**src/rtl/s5_pkg.sv**
```systemverilog
package s5_pkg;
  localparam int OP_W    = 3;
  localparam int RA_W    = 2;
  localparam int NREG    = 1 << RA_W;
  localparam int IMM_W   = 4;
  localparam int INSTR_W = 12;
  localparam int OP_LSB  = 9;
  localparam int RD_LSB  = 7;
  localparam int RSA_LSB = 5;
  localparam int RSB_LSB = 3;
  localparam int IMM_LSB = 0;

  typedef enum logic [OP_W-1:0] {
    OP_NOP  = 3'd0,
    OP_MOVI = 3'd1,
    OP_MOV  = 3'd2,
    OP_ADD  = 3'd3,
    OP_MUL  = 3'd4
  } op_e;

  function automatic op_e decode_op(input logic [OP_W-1:0] code);
    case (code)
      3'd1:    return OP_MOVI;
      3'd2:    return OP_MOV;
      3'd3:    return OP_ADD;
      3'd4:    return OP_MUL;
      default: return OP_NOP;
    endcase
  endfunction
endpackage

```
**src/rtl/s5_fetch.sv**
```systemverilog
module s5_fetch #(
  parameter int PC_W    = 4,
  parameter int INSTR_W = 12
) (
  input  logic               clk_i,
  input  logic               rst_ni,
  input  logic               pgm_we_i,
  input  logic [PC_W-1:0]    pgm_addr_i,
  input  logic [INSTR_W-1:0] pgm_data_i,
  output logic [PC_W-1:0]    pc_o,
  output logic [INSTR_W-1:0] instr_o
);
  localparam int DEPTH = 1 << PC_W;

  logic [INSTR_W-1:0] store_q [DEPTH];
  logic [PC_W-1:0]    pc_q;
  logic [INSTR_W-1:0] instr_q;

  always_ff @(posedge clk_i) begin
    if (pgm_we_i) store_q[pgm_addr_i] <= pgm_data_i;
  end

  // all-zero word is a nop, so the cleared latch is a bubble
  always_ff @(posedge clk_i or negedge rst_ni) begin
    if (!rst_ni) begin
      pc_q    <= '0;
      instr_q <= '0;
    end else begin
      pc_q    <= pc_q + 1'b1;
      instr_q <= store_q[pc_q];
    end
  end

  assign pc_o    = pc_q;
  assign instr_o = instr_q;
endmodule

```
**src/rtl/s5_regfile.sv**
```systemverilog
module s5_regfile #(
  parameter int DATA_W = 8,
  parameter int RA_W   = 2
) (
  input  logic              clk_i,
  input  logic              rst_ni,
  input  logic              we_i,
  input  logic [RA_W-1:0]   wa_i,
  input  logic [DATA_W-1:0] wd_i,
  input  logic [RA_W-1:0]   ra_a_i,
  input  logic [RA_W-1:0]   ra_b_i,
  input  logic [RA_W-1:0]   ra_dbg_i,
  output logic [DATA_W-1:0] rd_a_o,
  output logic [DATA_W-1:0] rd_b_o,
  output logic [DATA_W-1:0] rd_dbg_o
);
  localparam int NREG = 1 << RA_W;

  logic [DATA_W-1:0] regs_q [NREG];

  always_ff @(posedge clk_i or negedge rst_ni) begin
    if (!rst_ni) begin
      for (int i = 0; i < NREG; i++) regs_q[i] <= '0;
    end else if (we_i) begin
      regs_q[wa_i] <= wd_i;
    end
  end

  // reads see the pre-edge contents: no write-through
  assign rd_a_o   = regs_q[ra_a_i];
  assign rd_b_o   = regs_q[ra_b_i];
  assign rd_dbg_o = regs_q[ra_dbg_i];
endmodule

```
**src/rtl/s5_alu.sv**
```systemverilog
module s5_alu #(
  parameter int DATA_W = 8
) (
  input  s5_pkg::op_e       op_i,
  input  logic [DATA_W-1:0] a_i,
  input  logic [DATA_W-1:0] b_i,
  output logic [DATA_W-1:0] res_o,
  output logic              we_o
);
  import s5_pkg::*;

  always_comb begin
    unique case (op_i)
      OP_ADD:  res_o = a_i + b_i;
      OP_MUL:  res_o = a_i * b_i;
      default: res_o = a_i;   // movi carries its immediate on a
    endcase
    we_o = (op_i != OP_NOP);
  end
endmodule

```
**src/rtl/stream5_core.sv**
```systemverilog
module stream5_core #(
  parameter int DATA_W = 8,
  parameter int PC_W   = 4
) (
  input  logic                       clk_i,
  input  logic                       rst_ni,
  input  logic                       pgm_we_i,
  input  logic [PC_W-1:0]            pgm_addr_i,
  input  logic [s5_pkg::INSTR_W-1:0] pgm_data_i,
  input  logic [s5_pkg::RA_W-1:0]    dbg_addr_i,
  output logic [DATA_W-1:0]          dbg_data_o
);
  import s5_pkg::*;

  logic [PC_W-1:0]    pc;
  logic [INSTR_W-1:0] id_instr;

  // decode / read
  op_e               id_op;
  logic [RA_W-1:0]   id_rd, id_rsa, id_rsb;
  logic [IMM_W-1:0]  id_imm;
  logic [DATA_W-1:0] rf_a, rf_b, id_a;

  // execute
  op_e               ex_op;
  logic [RA_W-1:0]   ex_rd;
  logic [DATA_W-1:0] ex_a, ex_b, alu_res;
  logic              alu_we;

  // pass-through and writeback
  logic              mem_we, wb_we;
  logic [RA_W-1:0]   mem_rd, wb_rd;
  logic [DATA_W-1:0] mem_res, wb_data;

  s5_fetch #(.PC_W(PC_W), .INSTR_W(INSTR_W)) u_fetch (
    .clk_i      (clk_i),
    .rst_ni     (rst_ni),
    .pgm_we_i   (pgm_we_i),
    .pgm_addr_i (pgm_addr_i),
    .pgm_data_i (pgm_data_i),
    .pc_o       (pc),
    .instr_o    (id_instr)
  );

  assign id_op  = decode_op(id_instr[OP_LSB +: OP_W]);
  assign id_rd  = id_instr[RD_LSB +: RA_W];
  assign id_rsa = id_instr[RSA_LSB +: RA_W];
  assign id_rsb = id_instr[RSB_LSB +: RA_W];
  assign id_imm = id_instr[IMM_LSB +: IMM_W];
  assign id_a   = (id_op == OP_MOVI) ? DATA_W'(id_imm) : rf_a;

  s5_regfile #(.DATA_W(DATA_W), .RA_W(RA_W)) u_rf (
    .clk_i    (clk_i),
    .rst_ni   (rst_ni),
    .we_i     (wb_we),
    .wa_i     (wb_rd),
    .wd_i     (wb_data),
    .ra_a_i   (id_rsa),
    .ra_b_i   (id_rsb),
    .ra_dbg_i (dbg_addr_i),
    .rd_a_o   (rf_a),
    .rd_b_o   (rf_b),
    .rd_dbg_o (dbg_data_o)
  );

  always_ff @(posedge clk_i or negedge rst_ni) begin
    if (!rst_ni) begin
      ex_op <= OP_NOP;
      ex_rd <= '0;
      ex_a  <= '0;
      ex_b  <= '0;
    end else begin
      ex_op <= id_op;
      ex_rd <= id_rd;
      ex_a  <= id_a;
      ex_b  <= rf_b;
    end
  end

  s5_alu #(.DATA_W(DATA_W)) u_alu (
    .op_i  (ex_op),
    .a_i   (ex_a),
    .b_i   (ex_b),
    .res_o (alu_res),
    .we_o  (alu_we)
  );

  always_ff @(posedge clk_i or negedge rst_ni) begin
    if (!rst_ni) begin
      mem_we  <= 1'b0;
      mem_rd  <= '0;
      mem_res <= '0;
      wb_we   <= 1'b0;
      wb_rd   <= '0;
      wb_data <= '0;
    end else begin
      mem_we  <= alu_we;
      mem_rd  <= ex_rd;
      mem_res <= alu_res;
      wb_we   <= mem_we;
      wb_rd   <= mem_rd;
      wb_data <= mem_res;
    end
  end
endmodule

```
**config.mk**
```make
export PLATFORM = sky130hd
export DESIGN_NAME = stream5_core
export DESIGN_NICKNAME = d
export VERILOG_FILES = /design/src/rtl/s5_pkg.sv /design/src/rtl/s5_fetch.sv /design/src/rtl/s5_regfile.sv /design/src/rtl/s5_alu.sv /design/src/rtl/stream5_core.sv
export SDC_FILE = /design/constraint.sdc
export NUM_CORES = 1
export LEC_CHECK = 0
export ABC_AREA = 1
export ABC_CLOCK_PERIOD_IN_PS = 4000
export BUFFER_PORTS_ARGS = -buffer_cell sky130_fd_sc_hd__clkbuf_2
export CAP_MARGIN = 0
export CORE_UTILIZATION = 32
export CTS_BUF_LIST = sky130_fd_sc_hd__clkbuf_4
export CTS_CLUSTER_SIZE = 30
export DETAILED_ROUTE_END_ITERATION = 6
export PLACE_DENSITY = 0.58
export SYNTH_ARGS = -nofsm -noshare
export SYNTH_HDL_FRONTEND = slang
export SYNTH_SLANG_ARGS = --single-unit
```
**constraint.sdc**
```tcl
create_clock -name clk_i -period 4 [get_ports clk_i]
set_input_delay 0.4 -clock clk_i [delete_from_list [all_inputs] [get_ports clk_i]]
set_output_delay 0.4 -clock clk_i [all_outputs]
set_load 0.05 [all_outputs]
```
==> summary.txt <==
Pwr
  • Worst VDD drop: between 200 and 300 uV
  • Total power draw: 6290 uW
  • Pleak: 0.00581 uW
  • Pwr Density: between 400 and 500 nW/um^2

CTS
  • Clk_lat worst skew: ~710 ps
  • Clock tree buffer depth: 3
  • Clock tree from TritonCTS: built
  • Clock H-tree levels: 3
  • CTS Root Cell: clkbuf_4
  • Post-CTS setup buffer count: 0
  • CTS buffer count: 73
  • CTS sink count: 283
  • Clock transition at path regs: 60 ps

STA
  • RSZ-0062 raised after global routing: no
  • Fmax: 0.267 GHz
  • Max_slew headroom: 35.5%
  • Final min period: 3750 ps
  • Fin crit share: 93.8%
  • Layout Skew: 45.0 ps
  • Fin Setup TNS: 0 ps
  • Slew @ Worst Pin: 968 ps
  • Max Transition Viols Final: 0
  • Hold Violations, Final: 0
  • Final setup fails: 0

Global route
  • Global Route Usage Sum: between 15 and 20%
  • First-pass GRT wire length: 46700 um
  • Largest net degree at the start of global routing: just under 100
  • Number of global-route vias before repair: between 8000 and 9000
  • Gr ovfl total: 0
  • Initial antenna violation count: 2

Synth
  • Most frequent cell after synthesis: edfxtp_1
  • EDFF count, synth: 192
  • Synth Register Bits: between 200 and 300
  • Synth top area share: 46.4%
  • Post-synth ARST share: around 32%
  • Sequential share of the synthesized area: 64.8%
  • Post-synthesis cell area: 12400 um^2
  • Mean Syn Cell Area: 11.4 um^2
  • Main combinational cell family by area after synthesis: simple AND/OR/NAND/NOR gates
  • Cell variety after synth: 35
  • Ys Warns: 0
  • Compound-Gate Fraction of Synth Area: 11.3%
  • Synth Area in Adders: 4.51%
  • Ys flop type: edfxtp_1
  • Post-synthesis simple-gate area fraction: 11.4%
  • Top cells by area, synth: edfxtp_1 (46%), dfrtp_1 (18%), o21ai_0 (5.4%), nor2_1 (4.9%), nand2_1 (4.4%)
  • Post-synth top area cell: edfxtp_1
  • Mux cell area share after synthesis: around 2.7%
  • Post-Syn Instances: 1090
  • Post-synth top cells: edfxtp_1 (192), nor2_1 (163), nand2_1 (146), o21ai_0 (133), dfrtp_1 (91)
  • Syn Nets: approximately 1100
  • Area share of xor/xnor cells in the synthesized design: less than 1%

Finish
  • Final nets: 1226
  • Share of layout cells above drive strength 1: 14.3%
  • FILL cells: 3764
  • Layout area overhead: 13.6%

Setup path
  • CP endpoint kind: register
  • Crit path required time: ~4600 ps
  • Slowest cell delay on critical path: 540 ps
  • Critical Path Most Common Cell: fa_1
  • CP startpoint kind: register
  • Worst Path Buf+Inv: 3
  • Largest delay contributor family on the critical path: adder cells
  • CP max FO: 7
  • Critical Path AT: approximately 4300 ps
  • Crit-path cells: nand2_1, fa_1, fa_1, inv_1, fa_1, inv_1, fa_1, inv_1, ha_1, nand2_1, nand2_1, a31oi_1, nand3_1, nand3_1, nand3_1
  • Worst setup path class: reg2reg
  • Slowest cell on crit path: fa_1

Die
  • Io pins: 29
  • Row cnt: slightly above 70
  • Die Area: 39600 um^2
  • Initial core utilization: 32.7%
  • Die width: 199 um
  • Core Area: approximately 38000 um^2
  • Die Height: 199 um

Run
  • Max-cap viol count: 0

Drt
  • Routed length per instance: 16.9 um
  • Post-route DRC: 0
  • Via count: 8453
  • Via density: 4.87
  • ANT nets after route: 0
  • Final wirelength: 29300 um
  • 1st-pass router iterations: 5
  • DRT iter0 DRCs: 706

Placed design
  • HPWL Detailed: 17800 um
  • Final GP Congestion: 0.864
  • Number of port buffers: 28

Outcome
  • Status: finished clean

Worst hold path
  • Hold Path Class: in2reg
==> power breakdown <==
group,switching (uW),internal (uW),total (uW),leakage (uW)
clock network,1170,1340,2510,0.000558
registers,78.6,3240,3320,0.00287
logic,310,153,463,0.00239
total,1560,4730,6290,0.00581
==> logic make-up (layout without fill, tap and decap cells) <==
group / count (synthesis) / count (layout)
simple gates: 357 / 357
buf+inv: 140 / 273
xor+xnor: 8 / 8
mux: 34 / 34
fa+ha+maj: 37 / 37
compound gates: 231 / 231
other cells: 0 / 1
flops: 283 / 283
==> final cells by class <==
| type | count | area [um^2] | share of cell area, % |
|---|---|---|---|
| Antenna cell | 1 | 2.50 | 0.0177 |
| Tap cell | 511 | 639 | 4.53 |
| Clock buffer | 104 | 781 | 5.54 |
| Clock inverter | 26 | 168 | 1.19 |
| Multi-Input combinational cell | 667 | 3790 | 26.9 |
| Inverter | 91 | 342 | 2.42 |
| Timing Repair Buffer | 52 | 325 | 2.31 |
| Sequential cell | 283 | 8050 | 57.1 |
==> through the flow <==
stage	std cells	area, um^2	util (%)	setup slack (ps)	hold slack, ps
CTS	1734	14100	37.2	223	43.1
global route	1735	14100	37.2	10.7	66.6
finish	1735	14100	37.2	249	101
detailed placement	1603	13100	34.6	231	337
floorplan	1090	12400	-	549	104
global placement	1603	13100	34.6	353	334
==> layout by cell type (no fill, tap or decap), types with 10 or more instances in the layout <==
| master | n |
|---|---|
| mux2i_1 | 34 |
| o221ai_1 | 34 |
| edfxtp_1 | 192 |
| fa_1 | 13 |
| ha_1 | 24 |
| nor2_1 | 162 |
| dfrtp_1 | 87 |
| nand2_1 | 146 |
| clkbuf_4 | 104 |
| inv_1 | 88 |
| o32ai_1 | 12 |
| o211ai_1 | 15 |
| nand3_1 | 36 |
| o22ai_1 | 19 |
| clkbuf_2 | 27 |
| buf_4 | 24 |
| clkinv_1 | 19 |
| a21oi_1 | 10 |
| o21ai_0 | 133 |
==> what timing repair did <==
action,in CTS,in global routing
resized for setup,0,2
hold endpoints to repair,61,0
hold buffers,1,0
setup endpoints to repair,0,1
==> registers in the layout (all words and copies together), names as in the netlist <==
name and flops:
ex_a 8, ex_b 8, ex_op 3, ex_rd 2
mem_rd 2, mem_res 8, mem_we 1, u_fetch.instr_o 12
u_fetch.pc_o 4, u_fetch.store_q 192, u_rf.regs_q 32, wb_data 8
wb_rd 2, wb_we 1
==> worst register-to-register path: stages (launching register included) <==
cell and delay, ps:
dfrtp_1 480, nand2_1 130, fa_1 470, fa_1 500, inv_1 60, fa_1 540
inv_1 50, fa_1 470, inv_1 40, ha_1 310, nand2_1 70, nand2_1 40
a31oi_1 200, nand3_1 110, nand3_1 90, nand3_1 70
==> per-layer routing <==
metal | GRT usage, % | routed length [um] | up-vias
li1 | - | - | 4048
met1 | 19.9 | 13100 | 4091
met2 | 25.2 | 13800 | 256
met3 | 3.90 | 1720 | 56
met4 | 5.64 | 561 | 2
met5 | 0 | 12 | -
==> worst paths after layout <==
check                      cells past startpoint           start                      to  slack (ps)
hold / removal                                 1  pgm_data_i[11]  u_fetch.store_q[6][11]         100
hold reg to reg                                0          mem_we                   wb_we         340
max in group asynchronous                      3          rst_ni                 ex_a[1]        2730
setup / recovery                              15         ex_b[2]              mem_res[7]         250
setup reg to reg                              15         ex_b[2]              mem_res[7]         250
min in group asynchronous                      2          rst_ni         u_rf.regs_q[29]         330
Note: power is estimated with default switching activity, not from simulation.
